==> config.mk <==
export PLATFORM = sky130hd
export DESIGN_NAME = irq_alert_ctrl
export DESIGN_NICKNAME = d
export VERILOG_FILES = /design/src/rtl/irq_alert_pkg.sv /design/src/rtl/irq_mask_reg.sv /design/src/rtl/irq_flag_bank.sv /design/src/rtl/irq_alert_drv.sv /design/src/rtl/irq_alert_ctrl.sv
export SDC_FILE = /design/constraint.sdc
export NUM_CORES = 1
export LEC_CHECK = 0
export BUFFER_PORTS_ARGS = -buffer_cell sky130_fd_sc_hd__buf_4
export CAP_MARGIN = 30
export CELL_PAD_IN_SITES_DETAIL_PLACEMENT = 1
export CELL_PAD_IN_SITES_GLOBAL_PLACEMENT = 2
export CORE_MARGIN = 2
export CORE_UTILIZATION = 23
export DETAILED_ROUTE_END_ITERATION = 8
export PLACE_DENSITY_LB_ADDON = 0.1
export SETUP_SLACK_MARGIN = 0.4
export SLEW_MARGIN = 0
export SYNTH_ARGS = -nofsm -noshare
export SYNTH_HDL_FRONTEND = slang
export SYNTH_SLANG_ARGS = --single-unit
==> constraint.sdc <==
create_clock -name clk -period 1 [get_ports clk]
set_input_delay 0.1 -clock clk [delete_from_list [all_inputs] [get_ports clk]]
set_output_delay 0.1 -clock clk [all_outputs]
set_load 0.01 [all_outputs]
==> src/rtl/irq_alert_pkg.sv <==
package irq_alert_pkg;
  localparam int unsigned EVT_N = 6;
  localparam int unsigned BYTE_W = 8;

  localparam int unsigned BIT_OVP     = 0;
  localparam int unsigned BIT_OVP_REC = 1;
  localparam int unsigned BIT_MOIST   = 2;
  localparam int unsigned BIT_DRY     = 3;
  localparam int unsigned BIT_TMR_A   = 4;
  localparam int unsigned BIT_TMR_B   = 5;

  // Bits an event may set: only the unmasked ones.
  function automatic logic [EVT_N-1:0] f_admit(input logic [EVT_N-1:0] ev,
                                               input logic [EVT_N-1:0] mask);
    return ev & ~mask;
  endfunction

  // Next flag value: the read clears what it returned, and admitted events win.
  function automatic logic [EVT_N-1:0] f_next(input logic [EVT_N-1:0] cur,
                                              input logic [EVT_N-1:0] clr,
                                              input logic [EVT_N-1:0] set);
    return (cur & ~clr) | set;
  endfunction

  function automatic logic f_any(input logic [EVT_N-1:0] v);
    return |v;
  endfunction
endpackage

==> src/rtl/irq_mask_reg.sv <==
module irq_mask_reg #(
  parameter int unsigned N = 6
) (
  input  logic         clk,
  input  logic         rst_n,
  input  logic         we_i,
  input  logic [N-1:0] wdata_i,
  output logic [N-1:0] mask_o
);
  logic [N-1:0] mask_q;

  always_ff @(posedge clk or negedge rst_n) begin
    if (!rst_n)    mask_q <= '0;
    else if (we_i) mask_q <= wdata_i;
  end

  assign mask_o = mask_q;

  // a write lands in the next cycle
  a_r8_mask_load: assert property (@(posedge clk) disable iff (!rst_n)
    we_i |=> (mask_q == $past(wdata_i)));
  // without a write the mask holds
  a_r8_mask_hold: assert property (@(posedge clk) disable iff (!rst_n)
    !we_i |=> $stable(mask_q));
endmodule

==> src/rtl/irq_flag_bank.sv <==
module irq_flag_bank
  import irq_alert_pkg::*;
#(
  parameter int unsigned N = 6
) (
  input  logic         clk,
  input  logic         rst_n,
  input  logic [N-1:0] evt_i,
  input  logic [N-1:0] mask_i,
  input  logic         rd_stb_i,
  output logic [N-1:0] flags_o
);
  logic [N-1:0] flags_q;
  logic [N-1:0] set_vec;
  logic [N-1:0] clr_vec;
  logic [N-1:0] nxt_vec;

  assign set_vec = f_admit(evt_i, mask_i);
  assign clr_vec = rd_stb_i ? flags_q : '0;
  assign nxt_vec = f_next(flags_q, clr_vec, set_vec);

  for (genvar k = 0; k < N; k++) begin : g_flag
    always_ff @(posedge clk or negedge rst_n) begin
      if (!rst_n) flags_q[k] <= 1'b0;
      else        flags_q[k] <= nxt_vec[k];
    end

    // a masked event never sets an idle flag
    a_r3_masked_no_set: assert property (@(posedge clk) disable iff (!rst_n)
      (evt_i[k] && mask_i[k] && !flags_q[k] && !rd_stb_i) |=> !flags_q[k]);
    // an admitted event is always captured, even under a read
    a_r7_event_kept: assert property (@(posedge clk) disable iff (!rst_n)
      (evt_i[k] && !mask_i[k]) |=> flags_q[k]);
    // flags are sticky without a read
    a_r5_sticky: assert property (@(posedge clk) disable iff (!rst_n)
      (flags_q[k] && !rd_stb_i) |=> flags_q[k]);
    // a read with no new event leaves the bit clear
    a_r6_read_clears: assert property (@(posedge clk) disable iff (!rst_n)
      (rd_stb_i && !evt_i[k]) |=> !flags_q[k]);
  end

  assign flags_o = flags_q;
endmodule

==> src/rtl/irq_alert_drv.sv <==
module irq_alert_drv
  import irq_alert_pkg::*;
#(
  parameter int unsigned N = 6
) (
  input  logic [N-1:0] flags_i,
  output logic         drive_low_o
);
  assign drive_low_o = f_any(flags_i);
endmodule

==> src/rtl/irq_alert_ctrl.sv <==
module irq_alert_ctrl
  import irq_alert_pkg::*;
#(
  parameter int unsigned NUM_EVT = EVT_N,
  parameter int unsigned REG_W   = BYTE_W
) (
  input  logic               clk,
  input  logic               rst_n,
  input  logic [NUM_EVT-1:0] evt_pulse_i,
  input  logic               mask_we_i,
  input  logic [NUM_EVT-1:0] mask_wdata_i,
  input  logic               rd_stb_i,
  output logic [REG_W-1:0]   flag_rdata_o,
  output logic [REG_W-1:0]   mask_rdata_o,
  output logic               intb_drive_o
);
  logic [NUM_EVT-1:0] mask_w;
  logic [NUM_EVT-1:0] flags_w;
  logic               alert_w;

  irq_mask_reg #(.N(NUM_EVT)) u_mask (
    .clk     (clk),
    .rst_n   (rst_n),
    .we_i    (mask_we_i),
    .wdata_i (mask_wdata_i),
    .mask_o  (mask_w)
  );

  irq_flag_bank #(.N(NUM_EVT)) u_flags (
    .clk      (clk),
    .rst_n    (rst_n),
    .evt_i    (evt_pulse_i),
    .mask_i   (mask_w),
    .rd_stb_i (rd_stb_i),
    .flags_o  (flags_w)
  );

  irq_alert_drv #(.N(NUM_EVT)) u_drv (
    .flags_i     (flags_w),
    .drive_low_o (alert_w)
  );

  assign flag_rdata_o = REG_W'(flags_w);
  assign mask_rdata_o = REG_W'(mask_w);
  assign intb_drive_o = alert_w;

  // an admitted event raises the alert on the next cycle
  a_r4_alert_follows_event: assert property (@(posedge clk) disable iff (!rst_n)
    ((evt_pulse_i & ~mask_w) != '0) |=> intb_drive_o);
  // a read with no events releases the alert
  a_r6_alert_released: assert property (@(posedge clk) disable iff (!rst_n)
    (rd_stb_i && evt_pulse_i == '0) |=> !intb_drive_o);
  // the alert never drives with an empty flag byte
  a_r4_no_spurious: assert property (@(posedge clk) disable iff (!rst_n)
    intb_drive_o |-> (flag_rdata_o != '0));
  // upper flag byte bits read zero
  a_r2_upper_zero: assert property (@(posedge clk) disable iff (!rst_n)
    flag_rdata_o[REG_W-1:NUM_EVT] == '0);
endmodule

==> flow_summary.json, run 1 <==
{
  "crit_fanout": 2,
  "synth-seq-cells": 12,
  "syn2layout_area_growth_pct": 106,
  "power_density_nw_per_um2": 1410,
  "antenna_found_initial": 0,
  "synthDistinctLibCells": 9,
  "start_kind": "flop",
  "cts.path.max_buffers": 2,
  "finalSetupViolCount": 6,
  "worst_ep_arrival_time_ns": 1.22,
  "viasPerCell": 4.07,
  "clock-root-buffer": "clkbuf_4",
  "cts_sinks": 12,
  "avgSynthCellArea_um2": 12.0,
  "rows": 17,
  "synth_top_family_by_area": "multiplexers",
  "drtPass1Iterations": 1,
  "yosys.area_share.simple_pct": 2.13,
  "diodes": 0,
  "path_delay_family": "flip-flops",
  "routabilityCongestion": 0.630,
  "post-dp-hpwl_um": 940,
  "outcome": "complete, but fails checks",
  "violations": "negative setup slack",
  "period_needed_ns": 1.32,
  "worst_slack_ns": -0.320,
  "cts_max_level": 1,
  "synthAdderAreaFrac_pct": 0,
  "synth.area.top_cells": "dfrtp_1 57%, mux2_4 17%, inv_1 8.5%, o22ai_1 7.1%, buf_4 5.7%",
  "yosys_warnings": 0,
  "io_buffer_count": 28,
  "cts_tree": "done",
  "io_pins": 33,
  "worstPathCellList": "nor4_2 -> nand3_1 -> buf_4",
  "whs_ns": 0.0451,
  "cts_made_buffers": 3,
  "wl_per_cell_um": 13.0,
  "fmax_ghz": 0.758,
  "path_class": "reg2out",
  "path_buf_inv": 1,
  "overflow": 0,
  "grt_busiest_layer": "met2",
  "insertion_delay_ns": 0.28,
  "use_met1_pct": 17.1,
  "grt_pass1_wl_um": 2400,
  "cp_slowest_cell": "dfrtp_1",
  "grt_max_degree": 13,
  "synth_xor_xnor_area_share_pct": 0,
  "grt_pass1_vias": 545,
  "synth_top_cell_area_share_pct": 56.7,
  "start_util_pct": 24.2,
  "fin_crit_sh_pct": 132,
  "yosys.area.top_type": "dfrtp_1",
  "route.antenna.remaining_nets": 0,
  "use_met3_pct": 3.16,
  "met2_usage_pct": 18.4,
  "end_kind": "output pin",
  "max_stage_delay_ns": 0.42,
  "core-area_um2": 2190,
  "crit_required_ns": 0.90,
  "fin_util_pct": 49.8,
  "skew_ns": 0.000945,
  "drc": 0,
  "vias": 500,
  "hp-class": "in2reg",
  "p_leak_nw": 0.574,
  "ys_seq_area_share_pct": 56.7,
  "nets": 112,
  "dieArea_um2": 2700,
  "synthCells": 44,
  "slew_viol_final": 0,
  "path_clk_slew_ns": 0.08,
  "place_area_um2": 774,
  "die_x_um": 52.0,
  "first_iter_violations": 0,
  "drt_wl_total_um": 1600,
  "irDropWorstVdd_uv": 715,
  "syn_area_um2": 529,
  "grt_setup_unrepaired": "true",
  "synth_compound_area_share_pct": 7.09,
  "grt_usage_pct": 12.6,
  "max_cap_viol_count": 0,
  "muxShareOfSynthArea_pct": 17.0,
  "layout-drive-gt1-share_pct": 72.6,
  "final_area_um2": 1090,
  "die_y_um": 52.0,
  "hold_viol": 0
}
## cell usage after synthesis
master	number
inv_1	12
mux2_4	6
conb_1	1
dfrtp_1	12
buf_6	1
buf_4	4
o22ai_1	6
nor4_1	1
nand3_1	1
## placed cells by master, fill, tap and decap left out, drive strengths merged
| cell | instances |
|---|---|
| nand3 | 1 |
| conb | 4 |
| clkbuf | 4 |
| buf | 48 |
| inv | 12 |
| mux2 | 6 |
| nor4 | 1 |
| dfrtp | 12 |
| dlygate4sd3 | 1 |
| o22ai | 6 |
## repair_timing
action | CTS | global route
setup buffers | 10 | 6
resized for setup | 26 | 15
hold buffers | 1 | 0
endpoints found under the hold margin | 12 | 0
pin swaps | 0 | 2
setup endpoints to repair | 25 | 25
## layer usage
metal	wire length, um	share of wire, %
met5	0	0
met1	706	44
met2	761	48
met3	109	6.8
met4	19	1.2
## logic make-up after synthesis
logic type / count (synthesis)
buffers and inverters: 17
DFF: 12
AOI/OAI and AO/OA: 6
muxes: 6
and+or+nand+nor: 2
other: 1
## stage by stage
step / power (mW) / TNS, ns / std cells / setup WS, ns
after floorplan: 0.714 / 0 / 47 / 0.0836
after global placement: 0.893 / -0.00264 / 102 / -0.00264
after detailed placement: 0.892 / -0.0375 / 102 / -0.0375
after CTS: 1.43 / -0.608 / 117 / -0.307
after global routing: 1.62 / -1.07 / 123 / -0.402
final: 1.53 / -0.803 / 123 / -0.320
## worst paths after layout
kind,start,depth (start not counted),slack (ns),to
setup reg to reg,u_flags.flags_o[0],6,-0.05,u_flags.flags_o[0]
hold reg to reg,u_flags.flags_o[2],2,0.57,u_flags.flags_o[2]
hold / removal,mask_wdata_i[5],2,0.05,u_mask.mask_o[5]
min in group asynchronous,rst_n,2,0.19,u_flags.flags_o[1]
setup / recovery,u_flags.flags_o[4],3,-0.32,intb_drive_o
max in group asynchronous,rst_n,2,0.66,u_mask.mask_o[3]
## area by class of cell
type	count	area [um^2]
Inverter	12	45.0
Fill cell	252	1100
Sequential cell	12	300
Tap cell	28	35.0
Multi-Input combinational cell	18	191
Timing Repair Buffer	49	483
Clock buffer	4	36.3
## report_power, final
part / switching (mW) / leakage [nW] / internal, mW
combinational: 0.182 / 0.411 / 0.363
clock: 0.179 / 0.0210 / 0.222
sequential: 0.0509 / 0.143 / 0.539
## state kept, by name, indices dropped and copies added (netlist names)
name	count
u_mask.mask_o	6
u_flags.flags_o	6
## worst register-to-register path, cell delays in order, from the launching register on
cell and delay (ns):
dfrtp_1 0.40, buf_6 0.12, buf_6 0.10, buf_6 0.11, buf_6 0.10, inv_2 0.04, o22ai_2 0.06
Power figures use the tool's default switching activity.
==> run 2, diff against run 1 <==
--- a/config.mk
+++ b/config.mk
@@ -11,6 +11,7 @@
 export CELL_PAD_IN_SITES_GLOBAL_PLACEMENT = 2
 export CORE_MARGIN = 2
 export CORE_UTILIZATION = 23
+export CTS_BUF_LIST = sky130_fd_sc_hd__clkbuf_16
 export DETAILED_ROUTE_END_ITERATION = 8
 export PLACE_DENSITY_LB_ADDON = 0.1
 export SETUP_SLACK_MARGIN = 0.4
==> run 2 against run 1 <==
Compared with the run above:
- the run still ends with negative setup slack left
- die area unchanged
- core utilization down 3.5 points
- non-clock buffer count down 11
- sequential share of layout area up 2.1 points
- flip-flop and latch count unchanged
- setup slack better by 0.086 ns
- first-iteration DRC count up 4
- global-route usage down 1.3 points
- clock skew down 0.00052 ns
- critical path type unchanged
- highest routed layer is now met3
==> flow_summary.json, run 2 (same netlist as run 1, synthesis figures left out) <==
{
  "start_util_pct": 24.2,
  "overflow": 0,
  "cts_tree": "done",
  "diodes": 0,
  "route.antenna.remaining_nets": 0,
  "finalSetupViolCount": 3,
  "fmax_ghz": 0.810,
  "grt_max_degree": 13,
  "routabilityCongestion": 0.630,
  "p_leak_nw": 0.527,
  "vias": 452,
  "dp.cells": 102,
  "insertion_delay_ns": 0.24,
  "crit_fanout": 2,
  "antenna_found_initial": 0,
  "drtPass1Iterations": 2,
  "io_buffer_count": 28,
  "drt_wl_total_um": 1310,
  "end_kind": "output pin",
  "cts_made_buffers": 3,
  "place_ws_ns": -0.0375,
  "wl_per_cell_um": 11.7,
  "nets": 101,
  "drc": 0,
  "hold_depth": 2,
  "period_needed_ns": 1.23,
  "hp-class": "in2reg",
  "viasPerCell": 4.04,
  "skew_ns": 0.000422,
  "hold_viol": 0,
  "rows": 17,
  "grt_setup_unrepaired": "true",
  "syn2layout_area_growth_pct": 91.5,
  "reg2regPathDepth": 4,
  "start_kind": "flop",
  "power_density_nw_per_um2": 1730,
  "fill_cells": 256,
  "dieArea_um2": 2700,
  "path_clk_slew_ns": 0.04,
  "layout_commonest_cell": "buf_6",
  "max_cap_viol_count": 0,
  "whs_ns": 0.0910,
  "cts.path.max_buffers": 2,
  "grt_pass1_vias": 499,
  "layout-drive-gt1-share_pct": 66.7,
  "worst_slack_ns": -0.234,
  "irDropWorstVdd_uv": 728,
  "cts_sinks": 12,
  "grt_pass1_wl_um": 2140,
  "worst_ep_arrival_time_ns": 1.13,
  "clock-root-buffer": "clkbuf_16",
  "core-area_um2": 2190,
  "die_x_um": 52.0,
  "violations": "negative setup slack",
  "final_cell_mix": "20 x buf_6, 17 x buf_4, 12 x dfrtp_1, 8 x inv_1, 6 x mux2_4",
  "first_iter_violations": 4,
  "path_class": "reg2out",
  "grt_usage_pct": 11.3,
  "io_pins": 33,
  "die_y_um": 52.0,
  "outcome": "complete, but fails checks",
  "fin_setup_tns_ns": -0.378,
  "slew_viol_final": 0,
  "crit_required_ns": 0.90,
  "post-dp-hpwl_um": 940,
  "fin_crit_sh_pct": 123,
  "finalNonFillerCells": 112,
  "cts_max_level": 1
}
-- run 2: cell count changes in the layout (fill, tap and decap cells not counted), sizes merged --
| cell | before | now |
|---|---|---|
| clkinv | 0 | 1 |
| clkbuf | 4 | 3 |
| buf | 48 | 37 |
-- run 2: area by class of cell --
cell class                 count  area (um^2)  area share [%]
sequential                    12          300            29.6
timing repair buffer          38          363            35.8
multi-input combinational     18          191            18.9
inverter                      12         45.0            4.44
clock inverter                 1         3.75           0.370
tap                           28         35.0            3.46
clock buffer                   3         75.1            7.41
-- run 2: final timing paths --
path                                     from                 end  slack [ns]
max reg2reg                u_flags.flags_o[0]  u_flags.flags_o[0]        0.14
max                        u_flags.flags_o[4]        intb_drive_o       -0.23
min reg2reg                  u_mask.mask_o[4]  u_flags.flags_o[4]        0.52
max in group asynchronous               rst_n  u_flags.flags_o[3]        0.60
min in group asynchronous               rst_n  u_flags.flags_o[1]        0.24
min                           mask_wdata_i[5]    u_mask.mask_o[5]        0.09
-- run 2: metal layers --
| metal | routed length [um] | global-route usage (%) |
|---|---|---|
| met1 | 575 | 14.2 |
| met2 | 626 | 16.9 |
| met3 | 104 | 5.17 |
| met4 | 0 | 3.95 |
| met5 | 0 | 0 |
-- run 2: critical path, stage by stage (launching register included) --
cell and delay, ns:
dfrtp_1 0.38, nor4_2 0.27, nand3_1 0.10, buf_4 0.15
-- run 2: timing repair --
| action | in CTS | in global routing |
|---|---|---|
| hold buffers | 1 | 0 |
| endpoints found under the setup margin | 25 | 25 |
| resized for setup | 22 | 8 |
| endpoints found under the hold margin | 12 | 0 |
| setup buffers | 3 | 2 |
| pin swaps | 1 | 2 |
-- run 2: power by group --
group / leakage (nW) / internal (mW) / switching, mW
sequential: 0.143 / 0.541 / 0.0519
clock: 0.0385 / 0.526 / 0.203
combinational: 0.346 / 0.280 / 0.148
-- run 2: per-stage QoR --
step | power (mW) | utilization (%) | cell area [um^2]
after floorplan | 0.714 | - | 541
after global placement | 0.893 | 35.4 | 774
after detailed placement | 0.892 | 35.4 | 774
after CTS | 1.72 | 44.0 | 965
after global routing | 1.85 | 46.3 | 1010
final | 1.75 | 46.3 | 1010
==> run 3, diff against run 2 <==
--- a/config.mk
+++ b/config.mk
@@ -18,4 +18,5 @@
 export SLEW_MARGIN = 0
 export SYNTH_ARGS = -nofsm -noshare
 export SYNTH_HDL_FRONTEND = slang
+export SYNTH_HIERARCHICAL = 1
 export SYNTH_SLANG_ARGS = --single-unit
==> run 3 against run 2 <==
Compared with the run above:
- maximum frequency grew 3.0%
- hold slack lost 0.0048 ns
- area after synthesis grew 0.47%
- flip-flop and latch count is the same
- the flow still finishes with violations (negative setup slack)
- sequential share of layout area shrank 0.43 points
- clock power grew 2%
- sequential power is essentially flat
- via count grew 4.6%
- largest power group unchanged
- total power grew 1.3%
- largest cell class unchanged
==> flow_summary.json, run 3 <==
{
  "place_area_um2": 769,
  "crit_fanout": 2,
  "hp-class": "in2reg",
  "insertion_delay_ns": 0.24,
  "ys_top_cells_by_count": "12 x dfrtp_1, 12 x inv_1, 6 x mux2_4, 6 x o22ai_1, 4 x buf_4",
  "overflow": 0,
  "final_cell_mix": "24 x buf_4, 17 x buf_6, 12 x dfrtp_1, 9 x inv_1, 6 x mux2_4",
  "worst_slack_ns": -0.199,
  "worstReg2RegStart": "u_flags/flags_o[2]",
  "place_ws_ns": 0.0248,
  "syn2layout_area_growth_pct": 93.4,
  "grt_usage_pct": 11.1,
  "grt_pass1_wl_um": 2050,
  "syn_area_um2": 532,
  "synthArstFlopShare_pct": 100,
  "grt_setup_unrepaired": "true",
  "ff2ff_setup_slack_ns": 0.14,
  "synth_top_cell_area_share_pct": 56.5,
  "whs_ns": 0.0863,
  "fin_crit_sh_pct": 120,
  "antenna_found_initial": 0,
  "synth_flop_cell": "dfrtp_1",
  "layout_commonest_cell": "buf_4",
  "fmax_ghz": 0.834,
  "power_density_nw_per_um2": 1720,
  "cts_max_level": 1,
  "skew_ns": 0.00259,
  "nets": 106,
  "core-area_um2": 2190,
  "route.antenna.remaining_nets": 0,
  "final-seq-area_um2": 300,
  "outcome": "complete, but fails checks",
  "ys_seq_area_share_pct": 56.5,
  "cts.path.max_buffers": 2,
  "clock-root-buffer": "clkbuf_16",
  "grt_pass1_vias": 426,
  "fin_setup_tns_ns": -0.306,
  "final_area_um2": 1030,
  "grt_max_degree": 13,
  "p_leak_nw": 0.544,
  "worst_r2r_endpoint": "u_flags/flags_o[2]",
  "max_cap_viol_count": 0,
  "path_class": "reg2out",
  "io_buffer_count": 28,
  "drtPass1Iterations": 1,
  "yosys.area.top_type": "dfrtp_1",
  "period_needed_ns": 1.20,
  "drc": 0,
  "die_x_um": 52.1,
  "synth-seq-cells": 12,
  "path_clk_slew_ns": 0.05,
  "avgSynthCellArea_um2": 11.8,
  "start_util_pct": 24.3,
  "yosys_warnings": 6,
  "dp.cells": 102,
  "die_y_um": 52.1,
  "viasPerCell": 4.04,
  "slew_viol_final": 0,
  "finalSetupViolCount": 3,
  "dieArea_um2": 2710,
  "worst_ep_arrival_time_ns": 1.10,
  "synth.area.top_cells": "dfrtp_1 56%, mux2_4 17%, inv_1 8.5%, o22ai_1 7.1%, buf_4 5.6%",
  "violations": "negative setup slack",
  "crit_required_ns": 0.90,
  "vias": 473,
  "diodes": 0,
  "hold_viol": 0,
  "end_kind": "output pin",
  "finalNonFillerCells": 117,
  "io_pins": 33,
  "synthDistinctLibCells": 10,
  "cts_sinks": 12,
  "multi_input_area_um2": 188,
  "synthCells": 45,
  "start_kind": "flop",
  "routabilityCongestion": 0.632,
  "hold_depth": 2,
  "post-dp-hpwl_um": 971,
  "irDropWorstVdd_uv": 1030,
  "wl_per_cell_um": 12.1,
  "layout-drive-gt1-share_pct": 65.2,
  "first_iter_violations": 0,
  "cts_tree": "done",
  "reg2regPathDepth": 4,
  "drt_wl_total_um": 1420,
  "rows": 17,
  "hold-path-endpoint": "u_mask/mask_o[5]",
  "synth_edf_count": 0,
  "fill_cells": 254,
  "cts_made_buffers": 3,
  "hold_start": "mask_wdata_i[5]"
}
run 3: repair_timing:
| action | CTS | global route |
|---|---|---|
| hold endpoints to repair | 12 | 0 |
| gates resized for setup | 20 | 5 |
| buffers inserted | 4 | 6 |
| endpoints found under the setup margin | 25 | 25 |
| hold buffers | 1 | 0 |
| pin swaps | 2 | 0 |
run 3: critical path: stages (launching register included):
cell     delay [ns]
dfrtp_1        0.39
nor4_2         0.26
nand2_1        0.09
buf_6          0.12
run 3: report_power, final:
| part | internal, mW | leakage [nW] | switching (mW) |
|---|---|---|---|
| clock network | 0.527 | 0.0385 | 0.218 |
| logic | 0.285 | 0.363 | 0.148 |
| registers | 0.541 | 0.143 | 0.0536 |
run 3: kinds of logic (layout without fill, tap and decap cells):
kind of cell / count (synthesis) / after routing / synth area share (%)
buf+inv: 17 / 58 / 16.2
flops: 12 / 12 / 56.5
compound gates: 6 / 6 / 7.06
mux: 6 / 6 / 16.9
simple gates: 3 / 3 / 2.59
other cells: 1 / 4 / 0.705
run 3: worst max path at each step:
stage / start / to / slack [ns] / depth (start not counted)
after floorplan: u_flags/flags_o[5] / intb_drive_o / 0.11 / 2
after global placement: u_flags/flags_o[5] / intb_drive_o / 0.02 / 3
after detailed placement: u_flags/flags_o[5] / intb_drive_o / 0.02 / 3
after CTS: u_flags/flags_o[2] / intb_drive_o / -0.21 / 3
after global routing: u_flags/flags_o[2] / intb_drive_o / -0.25 / 3
final: u_flags/flags_o[2] / intb_drive_o / -0.20 / 3
run 3: metal layers:
layer,global-route usage (%),vias up,wire (um)
met5,0,-,0
met4,5.26,0,14
met3,4.31,2,93
met2,16.9,22,673
met1,13.6,227,639
li1,-,222,-
run 3: layout make-up:
| type | count | area share [%] |
|---|---|---|
| Timing Repair Buffer | 42 | 37.1 |
| Sequential cell | 12 | 29.2 |
| Multi-Input combinational cell | 19 | 18.2 |
| Clock buffer | 3 | 7.30 |
| Inverter | 12 | 4.38 |
| Tap cell | 28 | 3.41 |
| Clock inverter | 1 | 0.365 |
run 3: stage by stage:
| stage | power (mW) | utilization, % |
|---|---|---|
| finish | 1.77 | 46.9 |
| global route | 1.86 | 46.9 |
| CTS | 1.75 | 44.1 |
| detailed placement | 0.891 | 35.1 |
| global placement | 0.886 | 35.1 |
| floorplan | 0.716 | - |
